File: src/rtl/clmul_pkg.sv
package clmul_pkg;
  // number of slices of width win needed to cover w bits
  function automatic int unsigned slice_count(int unsigned w, int unsigned win);
    return (w + win - 1) / win;
  endfunction
endpackage

File: src/rtl/clmul_ctrl.sv
module clmul_ctrl #(
  parameter int unsigned NSLICE = 11,
  localparam int unsigned IDX_W = $clog2(NSLICE + 1)
) (
  input  logic             clk,
  input  logic             rst_n,
  input  logic             start,
  output logic             busy,
  output logic             done,
  output logic             load,
  output logic             acc_en,
  output logic             fix_en,
  output logic [IDX_W-1:0] slice_idx
);
  logic             busy_q, busy_d;
  logic             done_q, done_d;
  logic [IDX_W-1:0] idx_q, idx_d;

  always_comb begin
    load   = start && !busy_q;
    acc_en = busy_q && (idx_q < IDX_W'(NSLICE));
    fix_en = busy_q && (idx_q == IDX_W'(NSLICE));
    busy_d = busy_q;
    idx_d  = idx_q;
    done_d = fix_en;
    if (load) begin
      busy_d = 1'b1;
      idx_d  = '0;
    end else if (acc_en) begin
      idx_d  = idx_q + 1'b1;
    end else if (fix_en) begin
      busy_d = 1'b0;
    end
  end

  always_ff @(posedge clk or negedge rst_n) begin
    if (!rst_n) begin
      busy_q <= 1'b0;
      done_q <= 1'b0;
      idx_q  <= '0;
    end else begin
      busy_q <= busy_d;
      done_q <= done_d;
      idx_q  <= idx_d;
    end
  end

  assign busy      = busy_q;
  assign done      = done_q;
  assign slice_idx = idx_q;

  p_done_pulse_r2: assert property (@(posedge clk) disable iff (!rst_n)
    done_q |=> !done_q);
  p_done_after_busy_r2: assert property (@(posedge clk) disable iff (!rst_n)
    $fell(busy_q) |-> done_q);
  p_idx_range_r2: assert property (@(posedge clk) disable iff (!rst_n)
    idx_q <= IDX_W'(NSLICE));
  p_busy_done_excl_r3: assert property (@(posedge clk) disable iff (!rst_n)
    !(busy_q && done_q));
  p_start_ignored_r4: assert property (@(posedge clk) disable iff (!rst_n)
    (busy_q && start && idx_q != IDX_W'(NSLICE)) |=> busy_q && (idx_q == $past(idx_q) + 1'b1));
endmodule

File: src/rtl/clmul_wintab.sv
module clmul_wintab #(
  parameter int unsigned OP_W = 32,
  parameter int unsigned WIN  = 3,
  localparam int unsigned NENT = 1 << WIN
) (
  input  logic [OP_W-1:0] a_low,
  input  logic [WIN-1:0]  sel,
  output logic [OP_W-1:0] entry
);
  logic [OP_W-1:0] tab [NENT];

  for (genvar e = 0; e < NENT; e++) begin : g_ent
    always_comb begin
      tab[e] = '0;
      for (int j = 0; j < WIN; j++) begin
        if (((e >> j) & 1) != 0) tab[e] = tab[e] ^ (a_low << j);
      end
    end
  end

  assign entry = tab[sel];
endmodule

File: src/rtl/clmul_win32.sv
module clmul_win32 #(
  parameter int unsigned OP_W = 32,
  parameter int unsigned WIN  = 3
) (
  input  logic        clk,
  input  logic        rst_n,
  input  logic        start,
  input  logic [31:0] op_a,
  input  logic [31:0] op_b,
  output logic        busy,
  output logic        done,
  output logic [31:0] prod_lo,
  output logic [31:0] prod_hi
);
  localparam int unsigned NSLICE  = clmul_pkg::slice_count(OP_W, WIN);
  localparam int unsigned IDX_W   = $clog2(NSLICE + 1);
  localparam int unsigned ACC_W   = 2 * OP_W;
  localparam int unsigned SH_W    = $clog2(ACC_W);
  localparam int unsigned NCLR    = WIN - 1;
  localparam int unsigned FIX_LSB = OP_W - NCLR;
  localparam logic [OP_W-1:0] KEEP_MASK = {{NCLR{1'b0}}, {FIX_LSB{1'b1}}};

  logic             load, acc_en, fix_en;
  logic [IDX_W-1:0] slice_idx;
  logic [OP_W-1:0]  a_q, b_q, a_d, b_d;
  logic [ACC_W-1:0] acc_q, acc_d, fix_term, placed;
  logic [SH_W-1:0]  shamt;
  logic [WIN-1:0]   sel;
  logic [OP_W-1:0]  entry;

  clmul_ctrl #(.NSLICE(NSLICE)) ctrl_i (
    .clk(clk), .rst_n(rst_n), .start(start),
    .busy(busy), .done(done), .load(load),
    .acc_en(acc_en), .fix_en(fix_en), .slice_idx(slice_idx)
  );

  assign shamt = SH_W'(slice_idx) * SH_W'(WIN);
  assign sel   = WIN'(b_q >> shamt);

  clmul_wintab #(.OP_W(OP_W), .WIN(WIN)) tab_i (
    .a_low(a_q & KEEP_MASK), .sel(sel), .entry(entry)
  );

  assign placed = {{OP_W{1'b0}}, entry} << shamt;

  always_comb begin
    fix_term = '0;
    for (int j = 0; j < int'(NCLR); j++) begin
      if (a_q[FIX_LSB + j]) fix_term = fix_term ^ ({{OP_W{1'b0}}, b_q} << (FIX_LSB + j));
    end
  end

  always_comb begin
    a_d   = a_q;
    b_d   = b_q;
    acc_d = acc_q;
    if (load) begin
      a_d   = op_a;
      b_d   = op_b;
      acc_d = '0;
    end else if (acc_en) begin
      acc_d = acc_q ^ placed;
    end else if (fix_en) begin
      acc_d = acc_q ^ fix_term;
    end
  end

  always_ff @(posedge clk or negedge rst_n) begin
    if (!rst_n) begin
      a_q   <= '0;
      b_q   <= '0;
      acc_q <= '0;
    end else begin
      a_q   <= a_d;
      b_q   <= b_d;
      acc_q <= acc_d;
    end
  end

  assign prod_lo = acc_q[OP_W-1:0];
  assign prod_hi = acc_q[ACC_W-1:OP_W];

  p_operands_hold_r5: assert property (@(posedge clk) disable iff (!rst_n)
    busy |=> $stable(a_q) && $stable(b_q));
  p_result_hold_r10: assert property (@(posedge clk) disable iff (!rst_n)
    (!busy && !start) |=> $stable(acc_q));
  p_top_slice_narrow_r8: assert property (@(posedge clk) disable iff (!rst_n)
    (acc_en && slice_idx == IDX_W'(NSLICE - 1)) |-> (sel[WIN-1] == 1'b0 || (NSLICE * WIN == OP_W)));
endmodule

File: config.mk
export PLATFORM = sky130hd
export DESIGN_NAME = clmul_win32
export DESIGN_NICKNAME = d
export VERILOG_FILES = /design/src/rtl/clmul_pkg.sv /design/src/rtl/clmul_ctrl.sv /design/src/rtl/clmul_wintab.sv /design/src/rtl/clmul_win32.sv
export SDC_FILE = /design/constraint.sdc
export NUM_CORES = 1
export LEC_CHECK = 0
export CAP_MARGIN = 0
export CORE_AREA = 2 2 165 151
export DETAILED_ROUTE_END_ITERATION = 12
export DIE_AREA = 0 0 167 153
export PLACE_DENSITY = 0.83
export SLEW_MARGIN = 20
export SYNTH_ARGS = -nofsm -noshare
export SYNTH_HDL_FRONTEND = slang
export SYNTH_SLANG_ARGS = --single-unit
File: constraint.sdc
create_clock -name clk -period 3.5 [get_ports clk]
set_clock_uncertainty 0.15 [all_clocks]
set_input_delay 0.7 -clock clk [delete_from_list [all_inputs] [get_ports clk]]
set_output_delay 0.7 -clock clk [all_outputs]
set_load 0.01 [all_outputs]
==> impl_metrics.tcl, run 1 <==
set metrics [dict create \
    status "finished with violations" \
    violations "setup timing" \
    syn_to_final_growth_pct 54.5 \
    layout-drive-gt1-share_pct 34.3 \
    yosysWarningCount 0 \
    fin_crit_sh_pct 119 \
    arrival_ns 4.35 \
    max_freq_mhz 240 \
    ys_seq_elements 134 \
    synthArstFlopShare_pct 100 \
    syn-cell-area_mm2 0.0117 \
    clkTransAtPathRegs_ns 0.07 \
    yosys.area.top_type "dfrtp_1" \
    routabilityCongestion 1.07 \
    clock-root-buffer "clkbuf_16" \
    period_minus_slack_ns 4.17 \
    avgViaCountPerCell 6.54 \
    dieArea_mm2 0.0256 \
    gr-total-overflow 0 \
    holdCritPathClass "primary input to async pin" \
    pin_count 133 \
    drtPass1Iterations 6 \
    max_slew_margin_pct 42.6 \
    antenna_found_initial 0 \
    drv_cap 0 \
    syn_inst 1468 \
    setup_viol 62 \
    regArea_mm2 0.00336 \
    drtAntennaViolNets 0 \
    cts_buffers 17 \
    rsz0062_at_grt "yes" \
    seq_area_frac_synth_pct 28.6 \
    stdcell_area_mm2 0.0181 \
    antenna_cells 0 \
    place_area_mm2 0.0159 \
    critical_path.max_fanout 7 \
    port_buffers 132 \
    htreeDepth 4 \
    core_mm2 0.0239 \
    remaining_drc_errors 0 \
    rows 54 \
    synthTopCellsByArea "dfrtp_1 (29%), nand2_1 (10%), xor2_1 (4.7%)" \
    cp_slowest_cell "a222oi_1" \
    multi_input_area_mm2 0.00907 \
    clock-sinks 134 \
    drt_iter0_drc 2068 \
    wl_per_cell_um 25.6 \
    yosysMostFrequentCell "nand2_1" \
    fp.dieW_um 167 \
    max_stage_delay_ns 0.57 \
    grt_max_degree 140 \
    clock_latency_ns 0.44 \
    cts.path.max_buffers 2 \
    final-hold-violation-count 0 \
    start_util_pct 49.2 \
    synth_commonest_cells "nand2_1 (320), dfrtp_1 (134), nor2_1 (104), clkbuf_1 (78), a21oi_1 (76)" \
    grt_pass1_wl_mm 83.8 \
    tritoncts "yes" \
    layout_setup_ws_ns -0.673 \
    maxSlewViolCount 0 \
    cp_common_cell "buf_4" \
    synth_top_area_share_pct 28.6 \
    tightest_slew_ns 0.862 \
    drt_wl_total_mm 56.8 \
    hold_buffers 0 \
    vias 14500 \
    nets 1976 \
    cp-start-kind "register" \
    ys.flop_type "dfrtp_1" \
    crit_type "register to register" \
    grt_usage_pct 42.7 \
    postSynthAreaPerCell_um2 7.99 \
    synth_cell_type_count 94 \
    syn_nets 1541 \
    required_ns 3.68 \
    post-dp-hpwl_mm 42.3 \
    grt_pass1_vias 13800 \
    num-fill-cells 1723 \
    crit_path_end_kind "register" \
    chipHeight_um 153 \
    synth_edf_count 0 \
    crit_chain "buf_12 -> mux2i_4 -> buf_6 -> buf_4 -> a211oi_4 -> a32oi_2 -> xor2_2 -> buf_4 -> xor2_2 -> a2bb2oi_2 -> o21a_1 -> buf_4 -> a22o_1 -> a222oi_1 -> buf_4 -> a211o_1 -> nand2_1" \
]
[flip-flops by register name, summed over array words and instances (netlist names)]
signal,count
b_q,32
ctrl_i.slice_idx,4
a_q,32
ctrl_i.done,1
ctrl_i.busy,1
acc_q,64
[critical path, delay by kind of cell, from the launching register on]
kind / cells / cell delay [ns]
buf+inv: 6 / 1.05
mux: 1 / 0.34
simple gates: 1 / 0.05
compound gates: 7 / 1.50
flops: 1 / 0.46
xor+xnor: 2 / 0.51
[stage by stage]
stage	instances	setup WS (ns)	TNS [ns]	hold WS [ns]	utilization, %
after detailed placement	2151	-0.956	-31.92	0.316	66.6
after global placement	2151	-0.936	-31.02	0.308	66.6
after global routing	2224	-0.747	-33.61	0.107	76.0
after CTS	2194	-0.499	-21.88	0.0856	70.8
final	2224	-0.673	-26.15	0.0657	76.0
after floorplan	1468	-0.0352	-0.0753	0.254	-
[metal layers]
metal,vias to the layer above,share of wire (%),global-route usage [%],wire length (um)
met5,-,0,0,0
met1,7034,39,57.9,22100
met4,0,4.5,15.1,2550
li1,6282,-,-,-
met2,1038,44,64.4,24700
met3,193,13,13.6,7480
[logic make-up after synthesis]
logic type / count (synthesis) / synth area share [%]
adder cells (fa/ha/maj): 6 / 0.704
AO/OA/AOI/OAI: 431 / 26.9
AND/OR/NAND/NOR: 581 / 21.7
multiplexers: 63 / 7.70
buffers and inverters: 140 / 4.93
flip-flops: 134 / 28.6
XOR/XNOR: 113 / 9.52
[layout by cell type, fill, tap and decap left out, types with 11 or more instances in the layout]
cell type	netlist	final
o211ai_1	41	41
buf_6	3	17
nor3_1	23	19
dfrtp_1	134	131
a32oi_1	38	30
clkbuf_16	0	20
a21oi_2	0	13
xnor2_1	39	24
nand2_1	320	310
xor2_2	2	11
nand3_1	34	32
buf_4	4	355
buf_12	0	17
nor2_1	104	100
inv_1	31	31
a211oi_1	41	26
mux4_2	20	20
mux2i_1	34	25
a21oi_1	76	62
xnor2_2	2	15
clkdlybuf4s50_1	0	131
o21ai_0	55	46
or3_1	15	13
o31ai_1	16	14
nand4_1	20	20
xor2_1	63	53
[cell type report]
type	count	share of cell area [%]
timing repair buffer	524	25.4
tap	308	2.13
clock inverter	15	0.904
sequential	134	18.5
multi-input combinational	1194	50.1
clock buffer	17	2.35
inverter	32	0.663
[path summary, 6_finish.rpt]
check,start,endpoint,slack [ns],cells after the start
max reg2reg,ctrl_i.slice_idx[0],acc_q[50],-0.67,17
max,ctrl_i.slice_idx[0],acc_q[50],-0.67,17
min,rst_n,a_q[21],0.07,1
max in group asynchronous,rst_n,acc_q[60],2.37,2
min in group clk,acc_q[22],acc_q[22],0.32,1
min reg2reg,acc_q[22],acc_q[22],0.32,1
[timing repair]
| item | CTS | global route |
|---|---|---|
| cloned | 1 | 3 |
| pin swaps | 9 | 81 |
| setup buffers | 10 | 29 |
| gates resized for setup | 62 | 176 |
| endpoints found under the hold margin | 0 | 0 |
| endpoints found under the setup margin | 61 | 61 |
Power of run 1 is not shown: default switching activity piles up to over one toggle a cycle in this logic, so the estimate is an artifact.
==> run 2, diff against run 1 <==
- CORE_AREA: 2 2 165 151 -> 2 2 160 147
- DIE_AREA: 0 0 167 153 -> 0 0 162 149
- PLACE_DENSITY: 0.83 -> 0.87
- SETUP_SLACK_MARGIN: not set -> 0.4
==> impl_metrics.tcl, run 2 (same netlist as run 1, synthesis figures left out) <==
set metrics [dict create \
    maxSlewViolCount 0 \
    vias 15100 \
    max_slew_margin_pct 40.9 \
    hold_buffers 0 \
    fp.dieW_um 162 \
    holdCritPathClass "primary input to async pin" \
    grt_max_degree 140 \
    max_flop_register "acc_q" \
    drv_cap 0 \
    drt_wl_total_mm 57.9 \
    avgViaCountPerCell 6.76 \
    crit_cells 17 \
    max_freq_mhz 240 \
    setup_viol 59 \
    remaining_drc_errors 0 \
    max_stage_delay_ns 0.54 \
    post-dp-hpwl_mm 40.2 \
    clock-sinks 134 \
    pin_count 133 \
    cts.path.max_buffers 2 \
    layout_setup_ws_ns -0.670 \
    chipHeight_um 149 \
    rsz0062_at_grt "yes" \
    critical_path.max_fanout 5 \
    violations "setup timing" \
    multi_input_area_mm2 0.00968 \
    fin_crit_sh_pct 119 \
    core_mm2 0.0227 \
    reg2reg_from "ctrl_i.slice_idx[0]" \
    cp-start-kind "register" \
    cp_num_buf_inv 6 \
    setup-tns-final_ns -28.38 \
    tightest_slew_ns 0.887 \
    antenna_found_initial 1 \
    cp_slowest_cell "mux4_2" \
    crit_chain "buf_6 -> mux2i_1 -> buf_4 -> a221oi_2 -> buf_6 -> buf_4 -> buf_6 -> o21ai_0 -> buf_4 -> nor2_4 -> xnor3_2 -> mux4_2 -> o211ai_1 -> and3_4 -> o22a_1 -> a21oi_2 -> o32a_1" \
    syn_to_final_growth_pct 62.7 \
    wl_per_cell_um 25.9 \
    arrival_ns 4.34 \
    placed_cells 2125 \
    num-fill-cells 1255 \
    largest_reg_flops 64 \
    dieArea_mm2 0.0241 \
    grt_pass1_vias 14000 \
    period_minus_slack_ns 4.17 \
    nets 1997 \
    rrSetupSlack_ns -0.67 \
    grt_usage_pct 45.5 \
    cts_buffers 17 \
    stdcell_count 2239 \
    drtAntennaViolNets 0 \
    tritoncts "yes" \
    r2r_end "acc_q[44]" \
    clkTransAtPathRegs_ns 0.08 \
    layout-drive-gt1-share_pct 40.0 \
    grt_pass1_wl_mm 83.2 \
    reg2reg_depth 17 \
    crit_type "register to register" \
    clock_latency_ns 0.45 \
    crit_path_end_kind "register" \
    dp_slack_ns -0.729 \
    required_ns 3.67 \
    crit_family "compound AO/OA/AOI/OAI gates" \
    gr-total-overflow 0 \
    drt_iter0_drc 2019 \
    routabilityCongestion 1.07 \
    clock-root-buffer "clkbuf_16" \
    regArea_mm2 0.00336 \
    final-hold-violation-count 0 \
    status "finished with violations" \
    port_buffers 132 \
    drtPass1Iterations 8 \
    start_util_pct 51.7 \
    rows 53 \
    top_regs "acc_q: 64 flops, a_q: 32 flops, b_q: 32 flops" \
    fin_hold_ws_ns 0.0261 \
    mostFrequentLayoutCells "buf_4 (329), nand2_1 (288), dfrtp_1 (132)" \
    antenna_cells 0 \
    final_common_cell "buf_4" \
    htreeDepth 4 \
]
==> run 2: area by class of cell <==
class | count | area share, %
clock buffers | 19 | 2.32
clock inverters | 13 | 0.708
inverters | 32 | 0.629
multi-input cells | 1194 | 50.7
flip-flops and latches | 134 | 17.6
well taps | 302 | 1.98
repair buffers | 545 | 26.1
==> run 2: repair_timing <==
item,4_1_cts,5_1_grt
pin swaps,109,99
endpoints found under the setup margin,64,64
setup buffers,54,26
resized for setup,208,148
gates cloned,1,1
==> run 2: per-layer routing <==
layer | vias to the layer above | GRT usage [%] | share of wire [%]
met5 | - | 0 | 0.022
met4 | 2 | 18.4 | 5.8
met3 | 290 | 11.4 | 13
met2 | 1298 | 71.4 | 44
met1 | 7239 | 60.5 | 37
li1 | 6302 | - | -
==> run 2: per-stage QoR <==
stage | instance area (um^2) | util [%]
4_1_cts | 18100 | 79.9
5_1_grt | 19100 | 84.1
6_report | 19100 | 84.1
3_3_place_gp | 16100 | 71.0
2_1_floorplan | 12200 | -
3_5_place_dp | 16100 | 71.0
==> run 2: how the worst max path moves through the flow <==
stage / start / endpoint / slack (ns)
finish: ctrl_i.slice_idx[0] / acc_q[44] / -0.67
global route: ctrl_i.slice_idx[2] / acc_q[27] / -0.72
CTS: ctrl_i.slice_idx[2] / acc_q[27] / -0.45
detailed placement: ctrl_i.slice_idx[2] / acc_q[62] / -0.73
global placement: ctrl_i.slice_idx[2] / acc_q[62] / -0.71
floorplan: ctrl_i.slice_idx[2] / acc_q[32] / -0.03
Power of run 2 is left out for the same reason.
